<file path="src/rtl/pt_walker_pkg.sv">
package pt_walker_pkg;
  // entry = one word of 2**ENT_SH bytes
  localparam int ENT_SH = 2;

  typedef enum logic [2:0] {
    ST_IDLE,
    ST_RD_OUT,
    ST_WT_OUT,
    ST_RD_IN,
    ST_WT_IN,
    ST_DONE
  } walk_st_e;

  function automatic int max_w(input int a, input int b);
    return (a > b) ? a : b;
  endfunction
endpackage

</file>
<file path="src/rtl/pt_idx_split.sv">
module pt_idx_split #(
  parameter int VA_W  = 32,
  parameter int OFF_W = 10,
  parameter int IN_W  = 10,
  localparam int OUT_W = VA_W - OFF_W - IN_W
) (
  input  logic [VA_W-1:0]  va_i,
  output logic [OUT_W-1:0] p_out_o,
  output logic [IN_W-1:0]  p_in_o,
  output logic [OFF_W-1:0] off_o
);
  assign p_out_o = va_i[VA_W-1 -: OUT_W];
  assign p_in_o  = va_i[OFF_W +: IN_W];
  assign off_o   = va_i[OFF_W-1:0];
endmodule

</file>
<file path="src/rtl/pt_ent_addr.sv">
module pt_ent_addr
  import pt_walker_pkg::*;
#(
  parameter int VA_W  = 32,
  parameter int OFF_W = 10,
  parameter int IDX_W = 12,
  localparam int NUM_W = VA_W - OFF_W
) (
  input  logic [NUM_W-1:0] base_i,
  input  logic [IDX_W-1:0] idx_i,
  output logic [VA_W-1:0]  addr_o
);
  logic [VA_W-1:0] tbl_base;
  logic [VA_W-1:0] byte_off;

  assign tbl_base = {base_i, {OFF_W{1'b0}}};
  assign byte_off = VA_W'({idx_i, {ENT_SH{1'b0}}});
  assign addr_o   = tbl_base + byte_off;
endmodule

</file>
<file path="src/rtl/pt_pte_check.sv">
module pt_pte_check #(
  parameter int ENT_W = 32,
  parameter int NUM_W = 22
) (
  input  logic [ENT_W-1:0] word_i,
  output logic             ok_o,
  output logic [NUM_W-1:0] num_o
);
  logic unused_rsvd;

  assign ok_o        = word_i[0];
  assign num_o       = word_i[ENT_W-1 -: NUM_W];
  assign unused_rsvd = ^word_i[ENT_W-NUM_W-1:1];
endmodule

</file>
<file path="src/rtl/pt_walk_fsm.sv">
module pt_walk_fsm
  import pt_walker_pkg::*;
(
  input  logic clk_i,
  input  logic rst_ni,
  input  logic req_valid_i,
  input  logic mem_gnt_i,
  input  logic mem_rvalid_i,
  input  logic pte_ok_i,
  input  logic rsp_ready_i,
  output logic req_ready_o,
  output logic mem_req_o,
  output logic accept_o,
  output logic out_ok_o,
  output logic out_bad_o,
  output logic in_done_o,
  output logic lvl_in_o,
  output logic rsp_valid_o
);
  walk_st_e st_q, st_d;

  always_comb begin
    st_d = st_q;
    unique case (st_q)
      ST_IDLE:   if (req_valid_i)  st_d = ST_RD_OUT;
      ST_RD_OUT: if (mem_gnt_i)    st_d = ST_WT_OUT;
      ST_WT_OUT: if (mem_rvalid_i) st_d = pte_ok_i ? ST_RD_IN : ST_DONE;
      ST_RD_IN:  if (mem_gnt_i)    st_d = ST_WT_IN;
      ST_WT_IN:  if (mem_rvalid_i) st_d = ST_DONE;
      ST_DONE:   if (rsp_ready_i)  st_d = ST_IDLE;
      default:                     st_d = ST_IDLE;
    endcase
  end

  always_ff @(posedge clk_i or negedge rst_ni) begin
    if (!rst_ni) st_q <= ST_IDLE;
    else         st_q <= st_d;
  end

  assign req_ready_o = (st_q == ST_IDLE);
  assign accept_o    = req_ready_o && req_valid_i;
  assign mem_req_o   = (st_q == ST_RD_OUT) || (st_q == ST_RD_IN);
  assign lvl_in_o    = (st_q == ST_RD_IN) || (st_q == ST_WT_IN);
  assign out_ok_o    = (st_q == ST_WT_OUT) && mem_rvalid_i && pte_ok_i;
  assign out_bad_o   = (st_q == ST_WT_OUT) && mem_rvalid_i && !pte_ok_i;
  assign in_done_o   = (st_q == ST_WT_IN) && mem_rvalid_i;
  assign rsp_valid_o = (st_q == ST_DONE);
endmodule

</file>
<file path="src/rtl/pt_walker.sv">
module pt_walker
  import pt_walker_pkg::*;
#(
  parameter int VA_W  = 32,
  parameter int OFF_W = 10,
  parameter int IN_W  = 10,
  parameter int ENT_W = 32,
  localparam int NUM_W = VA_W - OFF_W,
  localparam int OUT_W = NUM_W - IN_W,
  localparam int IDX_W = max_w(OUT_W, IN_W)
) (
  input  logic             clk_i,
  input  logic             rst_ni,
  input  logic             req_valid_i,
  output logic             req_ready_o,
  input  logic [VA_W-1:0]  req_vaddr_i,
  input  logic [NUM_W-1:0] req_ptbr_i,
  output logic             mem_req_o,
  input  logic             mem_gnt_i,
  output logic [VA_W-1:0]  mem_addr_o,
  input  logic             mem_rvalid_i,
  input  logic [ENT_W-1:0] mem_rdata_i,
  output logic             rsp_valid_o,
  input  logic             rsp_ready_i,
  output logic [VA_W-1:0]  rsp_paddr_o,
  output logic             rsp_fault_o,
  output logic             rsp_fault_lvl_o
);
  logic [VA_W-1:0]  va_q;
  logic [NUM_W-1:0] base_q;   // outer base, then inner base
  logic [VA_W-1:0]  paddr_q;
  logic             fault_q, lvl_q;

  logic [OUT_W-1:0] p_out;
  logic [IN_W-1:0]  p_in;
  logic [OFF_W-1:0] off;
  logic [IDX_W-1:0] idx;
  logic             pte_ok;
  logic [NUM_W-1:0] pte_num;
  logic             accept, out_ok, out_bad, in_done, lvl_in;

  pt_idx_split #(.VA_W(VA_W), .OFF_W(OFF_W), .IN_W(IN_W)) u_split (
    .va_i    (va_q),
    .p_out_o (p_out),
    .p_in_o  (p_in),
    .off_o   (off)
  );

  assign idx = lvl_in ? IDX_W'(p_in) : IDX_W'(p_out);

  pt_ent_addr #(.VA_W(VA_W), .OFF_W(OFF_W), .IDX_W(IDX_W)) u_addr (
    .base_i (base_q),
    .idx_i  (idx),
    .addr_o (mem_addr_o)
  );

  pt_pte_check #(.ENT_W(ENT_W), .NUM_W(NUM_W)) u_pte (
    .word_i (mem_rdata_i),
    .ok_o   (pte_ok),
    .num_o  (pte_num)
  );

  pt_walk_fsm u_fsm (
    .clk_i        (clk_i),
    .rst_ni       (rst_ni),
    .req_valid_i  (req_valid_i),
    .mem_gnt_i    (mem_gnt_i),
    .mem_rvalid_i (mem_rvalid_i),
    .pte_ok_i     (pte_ok),
    .rsp_ready_i  (rsp_ready_i),
    .req_ready_o  (req_ready_o),
    .mem_req_o    (mem_req_o),
    .accept_o     (accept),
    .out_ok_o     (out_ok),
    .out_bad_o    (out_bad),
    .in_done_o    (in_done),
    .lvl_in_o     (lvl_in),
    .rsp_valid_o  (rsp_valid_o)
  );

  always_ff @(posedge clk_i or negedge rst_ni) begin
    if (!rst_ni) begin
      va_q   <= '0;
      base_q <= '0;
    end else if (accept) begin
      va_q   <= req_vaddr_i;
      base_q <= req_ptbr_i;
    end else if (out_ok) begin
      base_q <= pte_num;
    end
  end

  always_ff @(posedge clk_i or negedge rst_ni) begin
    if (!rst_ni) begin
      paddr_q <= '0;
      fault_q <= 1'b0;
      lvl_q   <= 1'b0;
    end else if (out_bad) begin
      paddr_q <= '0;
      fault_q <= 1'b1;
      lvl_q   <= 1'b0;
    end else if (in_done) begin
      paddr_q <= pte_ok ? {pte_num, off} : '0;
      fault_q <= !pte_ok;
      lvl_q   <= !pte_ok;
    end
  end

  assign rsp_paddr_o     = paddr_q;
  assign rsp_fault_o     = fault_q;
  assign rsp_fault_lvl_o = lvl_q;
endmodule

</file>
<file path="config.mk">
export PLATFORM = sky130hd
export DESIGN_NAME = pt_walker
export DESIGN_NICKNAME = d
export VERILOG_FILES = /design/src/rtl/pt_walker_pkg.sv /design/src/rtl/pt_idx_split.sv /design/src/rtl/pt_ent_addr.sv /design/src/rtl/pt_pte_check.sv /design/src/rtl/pt_walk_fsm.sv /design/src/rtl/pt_walker.sv
export SDC_FILE = /design/constraint.sdc
export NUM_CORES = 1
export LEC_CHECK = 0
export BUFFER_PORTS_ARGS = -buffer_cell sky130_fd_sc_hd__buf_2
export CAP_MARGIN = 5
export CORE_MARGIN = 8
export CORE_UTILIZATION = 50
export DETAILED_ROUTE_END_ITERATION = 8
export PLACE_DENSITY = 0.8
export SKIP_LAST_GASP = 1
export SLEW_MARGIN = 30
export SYNTH_ARGS = -nofsm -noshare
export SYNTH_HDL_FRONTEND = slang
export SYNTH_SLANG_ARGS = --single-unit
</file>
<file path="constraint.sdc">
create_clock -name clk_i -period 3 [get_ports clk_i]
set_input_delay 0.15 -clock clk_i [delete_from_list [all_inputs] [get_ports clk_i]]
set_output_delay 0.15 -clock clk_i [all_outputs]
set_load 0.02 [all_outputs]
</file>
[After elaboration in Yosys (flattened, before gate mapping)]
Index checks and enable logic that the tools add are counted.
W data, S select, Z words.
Word-level totals
  flip-flop bits (word level): 91
  word-level logic and storage cells: 47
  output and inout port bits: 69
  bits of input ports: 92
Operators by class
  add/sub/neg operators: 1
  eq/ne operators: 11
  reductions and logical operators: 12
  mux-type cells: 17
Operators with widths (number)
  $mux W32: 3
  $mux W22: 2
  $add A32 B14 Y32: 1
  $mux W3: 7
  $pmux W3 S6: 1
  $mux W12: 1
  $ne A2 B2 Y1 const B: 5
  $eq A3 B2 Y1 const B: 2
  $eq A3 B3 Y1 const B: 2
  $reduce_and A6 Y1: 1
  $logic_and A1 B1 Y1: 5
  $reduce_bool A2 Y1: 2
  $eq A3 B1 Y1 const B: 1
  $logic_not A3 Y1: 1
  $mux W1: 3
  $logic_or A1 B1 Y1: 2
  $ne A2 B1 Y1 const B: 1
  $logic_not A1 Y1: 1

[Depth between registers and ports, before layout]
  depth after elaboration: 5
  gate-level depth with buffers: 12
  gate-level depth less buffers: 10

[Cells and area by module]
Synthesis repeated with hierarchy kept, for this count alone.
Second synthesis, totals
  cell total of the unflattened synthesis: 495
  area, all modules: 5398.9 um2
Modules (own cells, without submodules)
  pt_walker: seq. area each 2202.1 um2, area each 4146.5 um2, cells each 326, instances 1
  pt_ent_addr: seq. area each 0.0 um2, area each 566.8 um2, cells each 79, instances 1
  pt_walk_fsm: seq. area each 75.1 um2, area each 272.8 um2, cells each 35, instances 1
  pt_idx_split: seq. area each 0.0 um2, area each 240.2 um2, cells each 32, instances 1
  pt_pte_check: seq. area each 0.0 um2, area each 172.7 um2, cells each 23, instances 1

[Worst setup path before layout]
No wires, ideal clock.
  path type: reg2out
  start point: register u_fsm.st_q[2]
  end point: output mem_addr_o[19]
  path buffers: 2
  data arrival time: 2.992 ns
  stages on the path, launching flop included: 11
  data required time: 2.850 ns
  path slack: -0.142 ns
  cells stage by stage: dfrtp_1 buf_4 nor2b_1 a21oi_1 buf_4 mux2_2 ha_1 a21oi_1 o22ai_2 or3b_1 xnor2_1
Between the ends
  cells in the longest elaborated chain, start to end: 4
  elaborated cells between the ends (all ways): 5
  classes of those cells: add/sub (1); eq/ne (2); mux (1); reduce/logical (1)
Ends and longest elaborated chain
  start, declared: line pt_walk_fsm.sv:20  | walk_st_e st_q, st_d;
  start signal, assigned: line pt_walk_fsm.sv:37  | else st_q <= st_d;
  $eq A3 B2 Y1 / $eq A3 B3 Y1 (equally long branches): line pt_walk_fsm.sv:43  | assign lvl_in_o = (st_q == ST_RD_IN) || (st_q == ST_WT_IN);
  $logic_or A1 B1 Y1 (*): line pt_walk_fsm.sv:43
  $mux W12 (*): line pt_walker.sv:49  | assign idx = lvl_in ? IDX_W'(p_in) : IDX_W'(p_out);
  $add A32 B14 Y32 (*): line pt_ent_addr.sv:18  | assign addr_o = tbl_base + byte_off;
  end, declared: line pt_walker.sv:20  | output logic [VA_W-1:0] mem_addr_o,
Every way passes the cells marked *; elsewhere a longest branch is shown, timed or not.

[Worst setup path in the final report]
  start point: register u_fsm.st_q[0]
  end point: output mem_addr_o[20]
Same word-level chain as after synthesis.

==> flow_metrics.py <==
metrics = {
    "setup_path": {
        "endpoint": "mem_addr_o[20]",
        "rrSetupSlack_ns": 0.78,
        "critical_path_required_ns": 2.85,
        "crit_path_start_kind": "flop",
        "cp-startpoint": "u_fsm.st_q[0]",
        "r2r_start": "u_fsm.st_q[1]",
        "critical_path_arrival_ns": 2.92,
        "timing.rr.end": "va_q[14]",
        "end_kind": "primary output",
        "r2r_cells": 7,
        "critical_path_class": "flop to primary output",
        "cp_max_fo": 4,
    },
    "placement": {
        "place.detailed.hpwl_um": 8960,
        "place_congestion": 0.860,
        "port_buffers": 149,
        "dpl.cell_count": 665,
        "dpl_worst_slack_ns": 0.0297,
    },
    "clocking": {
        "clk_pin_slew_ns": 0.09,
        "clockBufferDepth": 2,
        "htreeDepth": 3,
        "clkSinkCount": 91,
        "cts_root_buffer": "clkbuf_8",
        "cts_tree": "built",
        "clkLatencyLatePin_ns": 0.36,
        "cts_buffers": 9,
    },
    "sta": {
        "setup_ws_ns": -0.0671,
        "fin_crit_ns": 3.07,
        "slew_violations": 0,
        "min_period_over_period_pct": 102,
        "rsz0062_at_grt": "yes",
        "setup_violations": 6,
        "worst_slew_margin_rel_pct": 56.6,
        "finClkSkew_ns": 0.0137,
        "holdWs_ns": 0.0201,
        "hold_violations": 0,
        "tightest_slew_ns": 0.648,
        "fmax_ghz": 0.326,
    },
    "logic_synthesis": {
        "syn_avg_cell_area_um2": 10.6,
        "synth_flop_cell": "dfrtp_1",
        "ys_seq_area_share_pct": 50.8,
        "ys_async_sr_fraction_pct": 100,
        "ys_ff_latch": 91,
        "synth_warnings": 0,
        "synthDistinctLibCells": 41,
        "synth_edf_count": 0,
        "synthesis.instances": 424,
        "netlist_area_um2": 4480,
    },
    "finish": {
        "mostFrequentLayoutCell": "buf_2",
        "nets": 672,
        "diodes": 0,
        "synthToLayoutAreaGrowth_pct": 28.5,
        "drive_above_1_share_pct": 44.5,
        "layout_common_cells": "buf_2, nand2_1, dfrtp_1",
        "fin_cells": 688,
    },
    "global_route": {
        "grt_usage_pct": 19.4,
        "grt_max_degree": 45,
        "antenna_found_initial": 0,
        "grt_pass1_vias": 3919,
        "grt_pass1_wl_um": 19700,
        "grt_overflow_total": 0,
    },
    "detailed_routing": {
        "viasPerCell": 5.34,
        "drtIter0Drc": 105,
        "via_count": 3675,
        "drt_pass1_iterations": 4,
        "drc_errors": 0,
        "antenna_left": 0,
        "drt_wl_total_um": 12000,
        "drt-wirelength-per-cell_um": 17.5,
    },
    "power_and_ir_drop": {
        "switching_share_pct": 43.1,
        "max-vdd-ir-drop_mv": 0.607,
        "power.leakage_nw": 2.80,
        "p_sw_mw": 2.86,
        "p_seq_share_pct": 33.6,
        "clkPwrFrac_pct": 13.1,
        "power_density_nw_per_um2": 1150,
        "combPwrFrac_pct": 53.2,
        "internal-power_mw": 3.77,
    },
    "floorplan": {
        "ioPinCount": 161,
        "die_area_um2": 12200,
        "die_width_um": 111,
        "core_area_um2": 8720,
        "die_h_um": 111,
        "start_util_pct": 51.4,
        "rows": 34,
    },
    "flow_run": {
        "drv_cap": 0,
    },
    "outcome": {
        "violations": "setup timing",
        "status": "finished with violations",
    },
    "min_path": {
        "worstHoldPathType": "input port to flop",
        "min_path_cells": 2,
    },
}
-- state kept, by name, summed over array words and instances, names as in the netlist --
register / count
base_q: 22
rsp_paddr_o: 32
va_q: 32
rsp_fault_o: 1
rsp_fault_lvl_o: 1
u_fsm.st_q: 3
-- cell usage after synthesis, drive strengths merged (4+ instances only) --
library cell  instances  share of area (%)
clkbuf               10               0.84
nand4                 5               0.70
and4                  4               0.78
nor2b                 4               0.56
dfrtp                91                 51
buf                  20                4.0
nand2                93                7.8
ha                    4                1.1
a21oi                 5               0.56
nor2                  5               0.42
nand3                10                1.1
mux2i                23                5.1
xnor2                17                3.3
mux2                 43                 11
and2                  5               0.75
o21ai                59                6.6
-- critical path, cell delays in order (launching register included) --
cell and delay [ns]:
dfrtp_1 0.38, buf_4 0.15, nor3_4 0.19, a21oi_4 0.07
mux2_4 0.32, ha_4 0.17, fa_2 0.38, a211oi_4 0.36
nor3_4 0.10, nand4_1 0.17, xnor2_2 0.12, buf_4 0.16
-- logic make-up (layout without fill, tap and decap cells) --
family	count (synthesis)	after routing	share of synthesized area, %
xor gates and xnor gates	19	19	3.71
muxes	66	66	15.9
DFF	91	91	50.8
AOI/OAI and AO/OA	74	74	9.05
buffers and inverters	32	187	5.05
other	1	2	0.0837
adders and majority gates	5	5	1.56
and+or+nand+nor	136	136	13.8
-- metal layers --
| layer | GRT usage [%] | vias up | routed length (um) |
|---|---|---|---|
| li1 | - | 1749 | - |
| met1 | 22.5 | 1808 | 4830 |
| met2 | 34.5 | 107 | 6460 |
| met3 | 4.33 | 11 | 573 |
| met4 | 6.40 | 0 | 161 |
| met5 | 0 | - | 0 |
-- repair_timing --
action                                  4_1_cts  5_1_grt
endpoints found under the setup margin       17       18
pin swaps                                    11       11
gates resized for setup                      30        7
hold buffers                                  1        0
hold endpoints to repair                     36        0
setup buffers                                 3        4
-- layout make-up --
type / count / area, um2
Multi-Input combinational cell: 302 / 2170
Inverter: 2 / 7.51
Clock inverter: 5 / 61.3
Fill cell: 694 / 2960
Tap cell: 108 / 135
Timing Repair Buffer: 169 / 951
Sequential cell: 91 / 2280
Clock buffer: 11 / 151
-- power by group through the flow --
stage | Sequential (mW) | Combinational (mW) | Clock, mW
after floorplan | 2.34 | 2.14 | 0
after global placement | 2.18 | 3.17 | 0
after detailed placement | 2.23 | 3.26 | 0
after CTS | 2.22 | 3.48 | 0.896
after global routing | 2.31 | 3.83 | 0.937
final | 2.23 | 3.53 | 0.870
-- through the flow --
step / utilization (%) / area (um2) / TNS (ns) / total power [mW]
detailed placement: 61.2 / 5340 / 0 / 5.48
finish: 66.0 / 5760 / -0.179 / 6.63
floorplan: - / 4540 / -0.00686 / 4.49
global route: 66.0 / 5760 / -1.94 / 7.07
CTS: 65.4 / 5700 / -0.512 / 6.59
global placement: 61.2 / 5340 / 0 / 5.36
-- worst min path at each step --
stage / startpoint / end / slack (ns)
2_1_floorplan: rst_ni / base_q[0] / -0.15
5_1_grt: req_vaddr_i[30] / va_q[30] / 0.008
4_1_cts: req_vaddr_i[19] / va_q[19] / 0.002
6_report: req_vaddr_i[19] / va_q[19] / 0.02
3_5_place_dp: rst_ni / va_q[12] / 0.14
3_3_place_gp: rst_ni / va_q[12] / 0.14
Note: power is estimated with default switching activity, not from simulation.
